**config.mk**
```make
export PLATFORM = sky130hd
export DESIGN_NAME = vaddr_xlate_unit
export DESIGN_NICKNAME = d
export VERILOG_FILES = /design/src/rtl/mmu_pkg.sv /design/src/rtl/mmu_way_pick.sv /design/src/rtl/mmu_tlb_store.sv /design/src/rtl/mmu_walk_ctl.sv /design/src/rtl/vaddr_xlate_unit.sv
export SDC_FILE = /design/constraint.sdc
export NUM_CORES = 1
export LEC_CHECK = 0
export ABC_AREA = 1
export BUFFER_PORTS_ARGS = -buffer_cell sky130_fd_sc_hd__buf_2
export CORE_ASPECT_RATIO = 1.2
export CORE_MARGIN = 2
export CORE_UTILIZATION = 60
export DETAILED_ROUTE_END_ITERATION = 8
export PLACE_DENSITY = 0.8
export SKIP_CTS_REPAIR_TIMING = 1
export SLEW_MARGIN = 25
export SYNTH_ARGS = -nofsm -noshare
export SYNTH_HDL_FRONTEND = slang
export SYNTH_SLANG_ARGS = --single-unit
export TNS_END_PERCENT = 1
```
**constraint.sdc**
```tcl
create_clock -name clk -period 5.9 [get_ports clk]
set_input_delay 1.18 -clock clk [delete_from_list [all_inputs] [get_ports clk]]
set_output_delay 1.18 -clock clk [all_outputs]
set_load 0.05 [all_outputs]
```
**src/rtl/mmu_pkg.sv**
```systemverilog
package mmu_pkg;

   // Controller phases for one translation
   typedef enum logic [1:0] {
      WK_IDLE  = 2'd0,
      WK_LOOK  = 2'd1,
      WK_FETCH = 2'd2,
      WK_WAIT  = 2'd3
   } walk_state_t;

   // Index width that never drops to zero bits
   function automatic int clog2_min1(input int n);
      return (n > 1) ? $clog2(n) : 1;
   endfunction

endpackage

```
**src/rtl/mmu_way_pick.sv**
```systemverilog
module mmu_way_pick #(
   parameter int WAYS  = 4,
   parameter int WAY_W = 2
) (
   input  logic [WAYS-1:0]  vld,
   input  logic [WAY_W-1:0] ptr,
   output logic [WAY_W-1:0] way,
   output logic             from_ptr
);

   generate
      if (WAYS == 1) begin : g_direct
         // Only one place to go; pointer is never consulted
         logic ptr_unused;
         logic vld_unused;
         assign ptr_unused = ^ptr;
         assign vld_unused = ^vld;
         assign way        = '0;
         assign from_ptr   = 1'b0;
      end else begin : g_assoc
         // Lowest empty way wins; scan downward so the last hit is the lowest
         always_comb begin
            way      = ptr;
            from_ptr = 1'b1;
            for (int w = WAYS - 1; w >= 0; w--) begin
               if (!vld[w]) begin
                  way      = WAY_W'(w);
                  from_ptr = 1'b0;
               end
            end
         end
      end
   endgenerate

endmodule

```
**src/rtl/mmu_tlb_store.sv**
```systemverilog
module mmu_tlb_store
   import mmu_pkg::*;
#(
   parameter int VPN_W = 8,
   parameter int PPN_W = 6,
   parameter int SETS  = 4,
   parameter int WAYS  = 4
) (
   input  logic             clk,
   input  logic             rst,
   input  logic             flush,
   input  logic [VPN_W-1:0] key_vpn,
   output logic             lk_hit,
   output logic [PPN_W-1:0] lk_ppn,
   input  logic             fill_en,
   input  logic [PPN_W-1:0] fill_ppn
);

   localparam int IDX_W = $clog2(SETS);
   localparam int TAG_W = VPN_W - IDX_W;
   localparam int WAY_W = clog2_min1(WAYS);

   logic [WAYS-1:0]  vld_q [SETS];
   logic [TAG_W-1:0] tag_q [SETS][WAYS];
   logic [PPN_W-1:0] ppn_q [SETS][WAYS];
   logic [WAY_W-1:0] rr_q  [SETS];

   logic [IDX_W-1:0] key_idx;
   logic [TAG_W-1:0] key_tag;
   logic [WAYS-1:0]  hit_vec;
   logic [WAY_W-1:0] vic_way;
   logic             vic_from_ptr;

   assign key_idx = key_vpn[IDX_W-1:0];
   assign key_tag = key_vpn[VPN_W-1:IDX_W];

   // Parallel tag compare across the ways of the indexed set
   generate
      for (genvar w = 0; w < WAYS; w++) begin : g_cmp
         assign hit_vec[w] = vld_q[key_idx][w] && (tag_q[key_idx][w] == key_tag);
      end
   endgenerate

   always_comb begin
      lk_ppn = '0;
      for (int w = 0; w < WAYS; w++) begin
         if (hit_vec[w]) lk_ppn = lk_ppn | ppn_q[key_idx][w];
      end
   end
   assign lk_hit = |hit_vec;

   mmu_way_pick #(
      .WAYS  (WAYS),
      .WAY_W (WAY_W)
   ) u_pick (
      .vld      (vld_q[key_idx]),
      .ptr      (rr_q[key_idx]),
      .way      (vic_way),
      .from_ptr (vic_from_ptr)
   );

   // Valid bits and pointers: reset and flush clear, flush beats a fill
   always_ff @(posedge clk) begin
      if (rst) begin
         for (int s = 0; s < SETS; s++) begin
            vld_q[s] <= '0;
            rr_q[s]  <= '0;
         end
      end else if (flush) begin
         for (int s = 0; s < SETS; s++) vld_q[s] <= '0;
      end else if (fill_en) begin
         vld_q[key_idx][vic_way] <= 1'b1;
         if (vic_from_ptr) rr_q[key_idx] <= rr_q[key_idx] + WAY_W'(1);
      end
   end

   // Payload needs no reset; it is qualified by the valid bits
   always_ff @(posedge clk) begin
      if (fill_en && !flush) begin
         tag_q[key_idx][vic_way] <= key_tag;
         ppn_q[key_idx][vic_way] <= fill_ppn;
      end
   end

   // fills only on misses, so a tag never sits twice in one set
   p_hit_unique_r2 : assert property (@(posedge clk) disable iff (rst)
      $onehot0(hit_vec));

   // after a flush nothing can hit
   p_flush_clears_r8 : assert property (@(posedge clk) disable iff (rst)
      flush |=> !lk_hit);

   // the controller installs only pages that missed
   p_fill_on_miss_r4 : assert property (@(posedge clk) disable iff (rst)
      fill_en |-> !lk_hit);

endmodule

```
**src/rtl/mmu_walk_ctl.sv**
```systemverilog
module mmu_walk_ctl
   import mmu_pkg::*;
#(
   parameter int VA_W      = 14,
   parameter int PA_W      = 12,
   parameter int OFF_W     = 6,
   parameter int PPN_W     = 6,
   parameter int MADDR_W   = 16,
   parameter int PTE_W     = 16,
   parameter int PTE_SHIFT = 1
) (
   input  logic                  clk,
   input  logic                  rst,
   input  logic                  req_valid,
   output logic                  req_ready,
   input  logic [VA_W-1:0]       req_va,
   input  logic [MADDR_W-1:0]    ptbr,
   output logic                  mem_req_valid,
   output logic [MADDR_W-1:0]    mem_req_addr,
   input  logic                  mem_rsp_valid,
   input  logic [PTE_W-1:0]      mem_rsp_data,
   output logic [VA_W-OFF_W-1:0] key_vpn,
   input  logic                  tlb_hit,
   input  logic [PPN_W-1:0]      tlb_ppn,
   output logic                  fill_en,
   output logic [PPN_W-1:0]      fill_ppn,
   output logic                  rsp_valid,
   output logic [PA_W-1:0]       rsp_pa,
   output logic                  rsp_fault
);

   localparam int VPN_W = VA_W - OFF_W;

   walk_state_t      st_q;
   logic [VA_W-1:0]  va_q;
   logic             pte_ok;
   logic [PPN_W-1:0] pte_ppn;
   logic             pte_unused;

   assign key_vpn    = va_q[VA_W-1:OFF_W];
   assign pte_ok     = mem_rsp_data[0];
   assign pte_ppn    = mem_rsp_data[PPN_W:1];
   assign pte_unused = ^mem_rsp_data[PTE_W-1:PPN_W+1];

   assign req_ready     = (st_q == WK_IDLE);
   assign mem_req_valid = (st_q == WK_FETCH);
   assign mem_req_addr  = ptbr + (MADDR_W'(key_vpn) << PTE_SHIFT);
   assign fill_en       = (st_q == WK_WAIT) && mem_rsp_valid && pte_ok;
   assign fill_ppn      = pte_ppn;

   always_ff @(posedge clk) begin
      if (rst) begin
         st_q      <= WK_IDLE;
         va_q      <= '0;
         rsp_valid <= 1'b0;
         rsp_pa    <= '0;
         rsp_fault <= 1'b0;
      end else begin
         rsp_valid <= 1'b0;
         unique case (st_q)
            WK_IDLE: begin
               if (req_valid) begin
                  va_q <= req_va;
                  st_q <= WK_LOOK;
               end
            end
            WK_LOOK: begin
               if (tlb_hit) begin
                  rsp_valid <= 1'b1;
                  rsp_pa    <= {tlb_ppn, va_q[OFF_W-1:0]};
                  rsp_fault <= 1'b0;
                  st_q      <= WK_IDLE;
               end else begin
                  st_q <= WK_FETCH;
               end
            end
            WK_FETCH: st_q <= WK_WAIT;
            WK_WAIT: begin
               if (mem_rsp_valid) begin
                  rsp_valid <= 1'b1;
                  st_q      <= WK_IDLE;
                  if (pte_ok) begin
                     rsp_pa    <= {pte_ppn, va_q[OFF_W-1:0]};
                     rsp_fault <= 1'b0;
                  end else begin
                     rsp_pa    <= '0;
                     rsp_fault <= 1'b1;
                  end
               end
            end
            default: st_q <= WK_IDLE;
         endcase
      end
   end

   // results are single-cycle pulses
   p_rsp_pulse_r10 : assert property (@(posedge clk) disable iff (rst)
      rsp_valid |=> !rsp_valid);

   // one read per miss, never while accepting
   p_memreq_pulse_r7 : assert property (@(posedge clk) disable iff (rst)
      mem_req_valid |=> !mem_req_valid);
   p_busy_not_ready_r7 : assert property (@(posedge clk) disable iff (rst)
      mem_req_valid |-> !req_ready);

   // a fault carries no address
   p_fault_pa_zero_r5 : assert property (@(posedge clk) disable iff (rst)
      (rsp_valid && rsp_fault) |-> (rsp_pa == '0));

   // page offset passes through
   p_offset_pass_r1 : assert property (@(posedge clk) disable iff (rst)
      (rsp_valid && !rsp_fault) |-> (rsp_pa[OFF_W-1:0] == va_q[OFF_W-1:0]));

   // a hit never reaches memory
   p_hit_no_mem_r2 : assert property (@(posedge clk) disable iff (rst)
      ((st_q == WK_LOOK) && tlb_hit) |=> !mem_req_valid);

endmodule

```
**src/rtl/vaddr_xlate_unit.sv**
```systemverilog
module vaddr_xlate_unit #(
   parameter int VA_W      = 14,
   parameter int PA_W      = 12,
   parameter int OFF_W     = 6,
   parameter int TLB_SETS  = 4,
   parameter int TLB_WAYS  = 4,
   parameter int MADDR_W   = 16,
   parameter int PTE_W     = 16,
   parameter int PTE_BYTES = 2
) (
   input  logic               clk,
   input  logic               rst,
   input  logic               flush,
   input  logic               req_valid,
   output logic               req_ready,
   input  logic [VA_W-1:0]    req_va,
   input  logic [MADDR_W-1:0] ptbr,
   output logic               mem_req_valid,
   output logic [MADDR_W-1:0] mem_req_addr,
   input  logic               mem_rsp_valid,
   input  logic [PTE_W-1:0]   mem_rsp_data,
   output logic               rsp_valid,
   output logic [PA_W-1:0]    rsp_pa,
   output logic               rsp_fault
);

   localparam int VPN_W     = VA_W - OFF_W;
   localparam int PPN_W     = PA_W - OFF_W;
   localparam int PTE_SHIFT = $clog2(PTE_BYTES);

   // Elaboration-time parameter checks
   generate
      if (VPN_W <= $clog2(TLB_SETS)) begin : g_bad_vpn
         $error("virtual page number too narrow for the set count");
      end
      if (PPN_W < 1) begin : g_bad_ppn
         $error("physical address has no page number bits");
      end
      if (PTE_W < PPN_W + 2) begin : g_bad_pte
         $error("entry word cannot hold a valid flag and page number");
      end
      if ((TLB_SETS < 2) || ((TLB_SETS & (TLB_SETS - 1)) != 0)) begin : g_bad_sets
         $error("set count must be a power of two, at least 2");
      end
      if ((TLB_WAYS & (TLB_WAYS - 1)) != 0) begin : g_bad_ways
         $error("way count must be a power of two");
      end
      if ((PTE_BYTES & (PTE_BYTES - 1)) != 0) begin : g_bad_bytes
         $error("entry size must be a power of two");
      end
      if (MADDR_W < VPN_W + PTE_SHIFT) begin : g_bad_maddr
         $error("memory address too narrow for the page table");
      end
   endgenerate

   logic [VPN_W-1:0] key_vpn;
   logic             tlb_hit;
   logic [PPN_W-1:0] tlb_ppn;
   logic             fill_en;
   logic [PPN_W-1:0] fill_ppn;

   mmu_walk_ctl #(
      .VA_W      (VA_W),
      .PA_W      (PA_W),
      .OFF_W     (OFF_W),
      .PPN_W     (PPN_W),
      .MADDR_W   (MADDR_W),
      .PTE_W     (PTE_W),
      .PTE_SHIFT (PTE_SHIFT)
   ) u_ctl (
      .clk           (clk),
      .rst           (rst),
      .req_valid     (req_valid),
      .req_ready     (req_ready),
      .req_va        (req_va),
      .ptbr          (ptbr),
      .mem_req_valid (mem_req_valid),
      .mem_req_addr  (mem_req_addr),
      .mem_rsp_valid (mem_rsp_valid),
      .mem_rsp_data  (mem_rsp_data),
      .key_vpn       (key_vpn),
      .tlb_hit       (tlb_hit),
      .tlb_ppn       (tlb_ppn),
      .fill_en       (fill_en),
      .fill_ppn      (fill_ppn),
      .rsp_valid     (rsp_valid),
      .rsp_pa        (rsp_pa),
      .rsp_fault     (rsp_fault)
   );

   mmu_tlb_store #(
      .VPN_W (VPN_W),
      .PPN_W (PPN_W),
      .SETS  (TLB_SETS),
      .WAYS  (TLB_WAYS)
   ) u_tlb (
      .clk      (clk),
      .rst      (rst),
      .flush    (flush),
      .key_vpn  (key_vpn),
      .lk_hit   (tlb_hit),
      .lk_ppn   (tlb_ppn),
      .fill_en  (fill_en),
      .fill_ppn (fill_ppn)
   );

endmodule

```
==> flow_summary.json, run 1 <==
{
  "outcome": "complete, no violations",
  "synth_warnings": 0,
  "irDropWorstVdd_mv": 0.193,
  "die_w_um": 125,
  "async_flop_share": 0,
  "synth_cell_types": 34,
  "clk_pin_slew_ns": 0.06,
  "cp_max_fo": 3,
  "die_area_um2": 18800,
  "grt_pass1_wl_um": 37800,
  "hold_viol_final": 0,
  "fin_setup_tns_ns": 0,
  "wl_um": 25000,
  "num-fill-cells": 1277,
  "dpl.hpwl_um": 14700,
  "wl_per_cell_um": 18.8,
  "synth_ff_type": "edfxtp_1",
  "ys_seq_area_frac": 0.657,
  "grt_start_max_net_pins": 110,
  "io_pins": 83,
  "core_region_area_um2": 17400,
  "synth_top_area_share": 0.566,
  "worst_clock_skew_ns": 0.0235,
  "synthCells": 1029,
  "min_period_ns": 4.65,
  "tritoncts": "built",
  "ant_nets": 0,
  "slew_headroom": 0.362,
  "grtUsageTotal": 0.260,
  "crit_required_ns": 4.72,
  "route.detailed.drc": 0,
  "period_share": 0.788,
  "nNetsFinal": 1157,
  "clock_sinks": 248,
  "fmax_ghz": 0.215,
  "antenna_found_initial": 0,
  "htreeDepth": 1,
  "start_util": 0.608,
  "hp-class": "flip-flop to flip-flop",
  "cts_buffers": 23,
  "area_delta_synth_final_pct": 12.1,
  "p_seq_frac": 0.500,
  "synth.most_common_cell": "nand2_1",
  "dr.pass1.iters": 6,
  "synthTopCellsByCount": "nand2_1 (269), edfxtp_1 (200), nor2_1 (129)",
  "register_area_um2": 6970,
  "synth_area_leader_cell": "edfxtp_1",
  "worst-endpoint-arrival_ns": 3.47,
  "clk_latency_ns": 0.53,
  "leakagePower_uw": 0.00464,
  "critPathKind": "input pin to output port",
  "post_drt_via_cell_ratio": 5.85,
  "start_kind": "input pin",
  "syn-num-nets": 1089,
  "rsz0062_at_grt": "false",
  "yosys-top-cells-area": "edfxtp_1 (57%), nand2_1 (9.5%), dfxtp_1 (9.1%)",
  "max_cap_viol_count": 0,
  "power_frac_clock": 0.387,
  "finalMaxSlewViolations": 0,
  "p_comb_frac": 0.113,
  "clockBufferDepth": 3,
  "multi_input_area_um2": 3210,
  "syn_avg_cell_area_um2": 10.3,
  "cts_root_buf": "clkbuf_16",
  "drive_gt1_frac": 0.124,
  "synth_edf_count": 200,
  "vias": 7803,
  "die_h_um": 150,
  "io_buffers": 71,
  "internal-power_uw": 2920,
  "setup_viol": 0,
  "initialDrtViolationCount": 779,
  "grt_pass1_vias": 7492,
  "yosys_register_bits": 248,
  "overflow": 0,
  "gp_congestion": 0.830,
  "fin_util": 0.681,
  "synth_area_um2": 10600,
  "rows": 53,
  "p_per_area_nw_per_um2": 330,
  "end_kind": "output port",
  "p_switching_uw": 1000,
  "worst_pin_slew_ns": 0.956,
  "p_sw_frac": 0.255,
  "diodes": 0
}
==> worst max-delay path, cell delays in order <==
cell,delay (ns)
buf_2,0.08
ha_1,0.13
inv_1,0.06
fa_1,0.41
o21ai_0,0.29
nand2_1,0.08
nand2_1,0.06
a21oi_1,0.08
o21ai_0,0.26
nand3_1,0.17
nor2_1,0.22
nand4_1,0.12
nand2_1,0.08
buf_2,0.25
==> cell type report <==
cell class	instances	area share
sequential	248	0.587
multi-input combinational	692	0.270
clock inverter	17	0.0156
tap	220	0.0232
timing repair buffer	88	0.0406
inverter	44	0.0145
clock buffer	25	0.0491
==> placed cells by master (no fill, tap or decap), types with 5 or more instances in the layout <==
| cell type | n |
|---|---|
| edfxtp_1 | 200 |
| xor2_1 | 8 |
| nor2_1 | 127 |
| inv_1 | 41 |
| clkinv_2 | 5 |
| nor2_4 | 5 |
| nand2_1 | 269 |
| a21oi_1 | 38 |
| o22ai_1 | 24 |
| dfxtp_1 | 46 |
| ha_1 | 8 |
| o21ai_1 | 8 |
| clkbuf_16 | 23 |
| nand3_1 | 106 |
| buf_4 | 17 |
| o21ai_0 | 68 |
| xnor2_1 | 5 |
| buf_2 | 71 |
| clkinv_1 | 7 |
==> power by group through the flow <==
| stage | clock network, uW | registers [uW] | logic (uW) |
|---|---|---|---|
| floorplan | 0 | 1970 | 343 |
| global placement | 0 | 2000 | 426 |
| detailed placement | 0 | 2000 | 438 |
| CTS | 1520 | 1960 | 442 |
| global route | 1600 | 1960 | 487 |
| finish | 1520 | 1960 | 445 |
==> path summary, 6_finish.rpt <==
check | slack [ns] | cells past startpoint | to | startpoint
hold / removal | 0.47 | 2 | u_ctl.rsp_pa[8] | u_ctl.rsp_pa[8]
hold reg to reg | 0.47 | 2 | u_ctl.rsp_pa[8] | u_ctl.rsp_pa[8]
setup reg to reg | 2.33 | 11 | u_tlb.tag_q[0][17] | flip-flop
setup / recovery | 1.25 | 14 | mem_req_addr[15] | ptbr[1]
==> per-stage QoR <==
| stage | setup WS, ns | hold slack (ns) | area (um^2) | instances | power (uW) |
|---|---|---|---|---|---|
| final | 1.25 | 0.473 | 11900 | 1334 | 3920 |
| after global routing | 0.999 | 0.485 | 11900 | 1334 | 4050 |
| after CTS | 1.25 | 0.473 | 11900 | 1334 | 3930 |
| after detailed placement | 1.25 | 0.461 | 11100 | 1292 | 2440 |
| after global placement | 1.29 | 0.457 | 11100 | 1292 | 2420 |
| after floorplan | 1.19 | 0.449 | 10600 | 1029 | 2310 |
==> cells by family after synthesis <==
family / synth area share
simple gates: 0.204
xor+xnor: 0.0107
buf+inv: 0.0405
compound gates: 0.0765
fa+ha+maj: 0.0113
flops: 0.657
==> flip-flops by register name, indices dropped and copies added (netlist names), named ones only <==
name and count:
u_ctl.va_q 14, u_ctl.rsp_valid 1, u_tlb.ppn_q 96, u_ctl.rsp_pa 12, u_tlb.tag_q 96, u_tlb.vld_q 16, u_tlb.rr_q 8, u_ctl.st_q 1
u_ctl.rsp_fault 1
==> layer usage <==
metal / wire (um) / global-route usage / vias to the layer above
met4: 832 / 0.114 / 0
met1: 9210 / 0.312 / 3697
met2: 13000 / 0.469 / 347
met3: 1980 / 0.0358 / 77
li1: - / - / 3682
met5: 0 / 0 / -
No activity file was read; power rests on OpenSTA's default activity.
==> inputs of run 2 (changes only) <==
- CORE_UTILIZATION: 60 -> 54
- PLACE_DENSITY: 0.8 -> 0.76
- clock period: 5.9 -> 4.1 ns (I/O delays scaled with it)
==> run 2 against run 1 <==
Clock power increased by 49%. First-iteration DRC count down 18%. Flip-flop and latch count stayed put. Routed wire length decreased by 1.2%. Final cell count increased by 4.6%. Critical path depth shrank 1. Count of clock-buffer cells in the layout up 8. Setup slack lost 1.0 ns. Clock skew shrank 0.0038 ns. Critical path type is now flip-flop to output port. Largest power group unchanged.
==> flow_summary.json, run 2 (synthesized netlist as in run 1, its figures left out) <==
{
  "outcome": "complete, no violations",
  "hp-class": "flip-flop to flip-flop",
  "io_buffers": 71,
  "die_h_um": 158,
  "irDropWorstVdd_mv": 0.289,
  "io_pins": 83,
  "finalMaxSlewViolations": 0,
  "clockBufferDepth": 3,
  "fin_setup_tns_ns": 0,
  "drive_gt1_frac": 0.141,
  "hold_end": "u_ctl.rsp_pa[7]",
  "clk_latency_ns": 0.53,
  "worst_clock_skew_ns": 0.0197,
  "max_cap_viol_count": 0,
  "die_area_um2": 20800,
  "cts_buffers": 25,
  "htreeDepth": 1,
  "min_period_ns": 3.86,
  "r2r_slack_ns": 1.29,
  "start_util": 0.546,
  "antenna_found_initial": 0,
  "tritoncts": "built",
  "clk_pin_slew_ns": 0.06,
  "end_kind": "output port",
  "period_share": 0.942,
  "grt_start_max_net_pins": 85,
  "vias": 7674,
  "p_per_area_nw_per_um2": 473,
  "clock_sinks": 248,
  "nNetsFinal": 1176,
  "rsz0062_at_grt": "false",
  "r2r_cells": 14,
  "post_drt_via_cell_ratio": 5.50,
  "crit_required_ns": 3.28,
  "layout_commonest_cell": "nand2_1",
  "wl_per_cell_um": 17.7,
  "final_cell_mix": "nand2_1 (269), edfxtp_1 (200), nor2_1 (129), nand3_1 (106), buf_2 (71)",
  "top_regs": "u_tlb.ppn_q x96, u_tlb.tag_q x96, u_tlb.vld_q x16",
  "grt_pass1_wl_um": 38100,
  "setup_viol": 0,
  "initialDrtViolationCount": 637,
  "rows": 56,
  "gp_congestion": 0.876,
  "r2r-end": "u_ctl.rsp_pa[8]",
  "area_delta_synth_final_pct": 14.3,
  "hold_viol_final": 0,
  "grtUsageTotal": 0.236,
  "critPathKind": "flip-flop to output port",
  "route.detailed.drc": 0,
  "diodes": 0,
  "overflow": 0,
  "fin_util": 0.624,
  "leakagePower_uw": 0.00477,
  "grt_pass1_vias": 7300,
  "ant_nets": 0,
  "hold_start": "u_ctl.rsp_pa[7]",
  "worstHoldPathCells": 2,
  "dpl.hpwl_um": 15400,
  "die_w_um": 132,
  "num-fill-cells": 1532,
  "cts_root_buf": "clkbuf_16",
  "start_kind": "flip-flop",
  "core_region_area_um2": 19400,
  "dr.pass1.iters": 5,
  "wl_um": 24700,
  "worst-endpoint-arrival_ns": 3.04,
  "fmax_ghz": 0.259,
  "worst_pin_slew_ns": 1.01,
  "slew_headroom": 0.323,
  "cp_max_fo": 5
}
-- run 2: layout make-up --
cell class,instances,area (um^2),area share
repair buffers,105,611,0.0504
clock buffers,33,709,0.0586
flip-flops and latches,248,6970,0.575
multi-input cells,692,3210,0.265
clock inverters,12,118,0.00971
inverters,44,173,0.0143
well taps,261,327,0.0270
-- run 2: worst max path at each step --
stage                              from                to  cells after the start
after global routing      u_ctl.va_q[6]  mem_req_addr[13]                     12
final                     u_ctl.va_q[6]  mem_req_addr[15]                     13
after detailed placement        ptbr[1]  mem_req_addr[15]                     14
after floorplan                 ptbr[1]  mem_req_addr[13]                     11
after global placement          ptbr[1]  mem_req_addr[15]                     14
after CTS                 u_ctl.va_q[6]  mem_req_addr[15]                     13
-- run 2: worst max-delay path, stage by stage (launching register included) --
cell,delay [ns]
dfxtp_1,0.39
ha_1,0.17
inv_1,0.06
fa_1,0.40
o21ai_1,0.22
nand2_1,0.07
nand2_1,0.06
a21oi_1,0.08
o21ai_0,0.26
nand3_1,0.16
nor2_1,0.21
nand4_1,0.11
nand2_1,0.08
buf_2,0.25
-- run 2: routing by layer --
| metal | global-route usage | wire [um] |
|---|---|---|
| met1 | 0.287 | 9570 |
| met2 | 0.415 | 12500 |
| met3 | 0.0348 | 1710 |
| met4 | 0.110 | 918 |
| met5 | 0 | 0 |
-- run 2: metrics by stage --
step           std cells  hold slack [ns]  power (uW)  area [um^2]  setup WS, ns
2_1_floorplan       1029            0.449        3330        10600         0.109
3_3_place_gp        1350            0.456        3500        11300         0.211
3_5_place_dp        1350            0.461        3510        11300         0.216
4_1_cts             1395            0.471        5750        12100         0.152
5_1_grt             1395            0.487        5920        12100        0.0112
6_report            1395            0.467        5730        12100         0.239
-- run 2: where the power goes --
part	total, uW	leakage, uW	switching, uW	internal, uW
logic	692	0.00214	509	182
registers	2770	0.00222	22.3	2750
clock network	2260	0.000411	919	1340
==> inputs of run 3 (changes only) <==
- CELL_PAD_IN_SITES_DETAIL_PLACEMENT: unset -> 1
- CELL_PAD_IN_SITES_GLOBAL_PLACEMENT: unset -> 1
- CORE_UTILIZATION: 54 -> 43
- PLACE_DENSITY: 0.76 -> 0.84
==> run 3 against run 2 <==
Register-to-register slack worse by 0.41 ns. Total power up 1.7%. Routed wire length up 27%. Flip-flop and latch count unchanged. Clock skew down 0.0059 ns. Combinational power up 4.6%. Non-clock buffer count down 10. Maximum frequency up 0.79%. Worst hold slack better by 0.0044 ns. Design area unchanged. Critical endpoint unchanged. Highest routed layer unchanged. Via count up 5.6%. Core utilization down 12 points.
==> flow_summary.json, run 3 (synthesized netlist as in run 1, its figures left out) <==
{
  "outcome": "complete, no violations",
  "slew_headroom": 0.422,
  "clock_sinks": 248,
  "p_switching_uw": 1540,
  "p_per_area_nw_per_um2": 481,
  "p_seq_frac": 0.479,
  "rsz0062_at_grt": "false",
  "htreeDepth": 1,
  "min_period_ns": 3.83,
  "wl_per_cell_um": 21.6,
  "worst_hold_slack_ns": 0.472,
  "die_w_um": 147,
  "die_h_um": 176,
  "worst_clock_skew_ns": 0.0138,
  "route.detailed.drc": 0,
  "io_buffers": 71,
  "vias": 8103,
  "initialDrtViolationCount": 603,
  "rows": 62,
  "r2r_slack_ns": 0.88,
  "cp-startpoint": "u_ctl.va_q[6]",
  "critPathKind": "flip-flop to output port",
  "crit_required_ns": 3.28,
  "drive_gt1_frac": 0.128,
  "fmax_ghz": 0.261,
  "num-fill-cells": 2687,
  "grtUsageTotal": 0.242,
  "top_layer_used": "met4",
  "r2r_cells": 15,
  "worst-endpoint-arrival_ns": 3.01,
  "nNetsFinal": 1167,
  "antenna_found_initial": 0,
  "p_total_uw": 5820,
  "clk_pin_slew_ns": 0.06,
  "grt_pass1_wl_um": 48800,
  "tritoncts": "built",
  "area_delta_synth_final_pct": 14.3,
  "ant_nets": 0,
  "clk_latency_ns": 0.53,
  "start_kind": "flip-flop",
  "final_area_um2": 12100,
  "grt_start_max_net_pins": 110,
  "setup_viol": 0,
  "core_region_area_um2": 24000,
  "end_kind": "output port",
  "io_pins": 83,
  "clockBufferDepth": 3,
  "wl_met1_um": 11600,
  "irDropWorstVdd_mv": 0.253,
  "dr.pass1.iters": 5,
  "leakagePower_uw": 0.00470,
  "diodes": 0,
  "layout_commonest_cell": "nand2_1",
  "power_frac_clock": 0.397,
  "endpoint": "mem_req_addr[15]",
  "dpl_cell_area_um2": 11300,
  "met2WireLength_um": 17100,
  "final_cell_mix": "nand2_1 (269), edfxtp_1 (200), nor2_1 (128), nand3_1 (106), buf_2 (71)",
  "wl_um": 31300,
  "worst_pin_slew_ns": 0.868,
  "max_cap_viol_count": 0,
  "period_share": 0.934,
  "post_drt_via_cell_ratio": 5.60,
  "grt_pass1_vias": 8921,
  "cts_root_buf": "clkbuf_16",
  "cp_max_fo": 5,
  "p_comb_frac": 0.124,
  "die_area_um2": 25900,
  "cts_buffers": 26,
  "r2r-end": "u_ctl.rsp_pa[11]",
  "internal-power_uw": 4290,
  "dpl.hpwl_um": 18800,
  "start_util": 0.441,
  "top_regs": "u_tlb.ppn_q x96, u_tlb.tag_q x96, u_tlb.vld_q x16",
  "gp_congestion": 0.815,
  "overflow": 0,
  "p_sw_frac": 0.264,
  "wl_met3_um": 1660,
  "hp-class": "flip-flop to flip-flop",
  "hold_viol_final": 0,
  "finalMaxSlewViolations": 0
}
run 3: cell count changes in the layout (fill, tap and decap cells not counted), moves of 2 or more:
cell / delta
clkinv_2: -5
clkbuf_16: +2
buf_4: -10
clkbuf_1: +13
clkinv_1: -2
run 3: layout make-up:
cell class / count / area (um^2) / area share
multi-input cells: 692 / 3210 / 0.265
well taps: 320 / 400 / 0.0330
flip-flops and latches: 248 / 6970 / 0.575
clock buffers: 46 / 787 / 0.0650
repair buffers: 95 / 536 / 0.0442
clock inverters: 2 / 38.8 / 0.00320
inverters: 44 / 173 / 0.0143
run 3: metrics by stage:
stage                      util  setup TNS, ns  cells  setup WS (ns)
after detailed placement  0.469              0   1399         0.0891
after CTS                 0.504        -0.0121   1447        -0.0121
after global placement    0.469              0   1399          0.160
final                     0.504              0   1447          0.269
after global routing      0.504              0   1447         0.0128
after floorplan               -              0   1029          0.109
run 3: worst max-delay path, stage by stage (launching register included):
cell,delay (ns)
dfxtp_1,0.42
ha_1,0.19
inv_1,0.06
fa_1,0.41
o21ai_1,0.22
nand2_1,0.07
nand2_1,0.06
a21oi_1,0.08
o21ai_1,0.20
nand3_1,0.17
nor2_2,0.17
nand4_1,0.09
nand2_1,0.07
buf_2,0.25
run 3: worst min path at each step:
| stage | startpoint | endpoint | slack (ns) | cells past startpoint |
|---|---|---|---|---|
| after global placement | u_ctl.rsp_pa[8] | u_ctl.rsp_pa[8] | 0.46 | 2 |
| after floorplan | u_ctl.va_q[0] | u_ctl.rsp_pa[0] | 0.45 | 2 |
| after CTS | u_ctl.rsp_pa[11] | u_ctl.rsp_pa[11] | 0.48 | 2 |
| after detailed placement | u_ctl.rsp_pa[11] | u_ctl.rsp_pa[11] | 0.46 | 2 |
| final | u_ctl.rsp_pa[11] | u_ctl.rsp_pa[11] | 0.47 | 2 |
| after global routing | u_ctl.rsp_pa[10] | u_ctl.rsp_pa[10] | 0.51 | 2 |
run 3: power groups by stage:
stage / clock network (uW) / registers (uW) / logic [uW]
6_report: 2310 / 2790 / 724
5_1_grt: 2430 / 2790 / 789
4_1_cts: 2340 / 2790 / 723
3_5_place_dp: 0 / 2840 / 704
3_3_place_gp: 0 / 2840 / 668
2_1_floorplan: 0 / 2840 / 493
run 3: per-layer routing:
metal  global-route usage  vias up
met5                    0        -
met4               0.0909        0
met3               0.0333       69
met2                0.459      266
met1                0.276     4067
li1                     -     3701
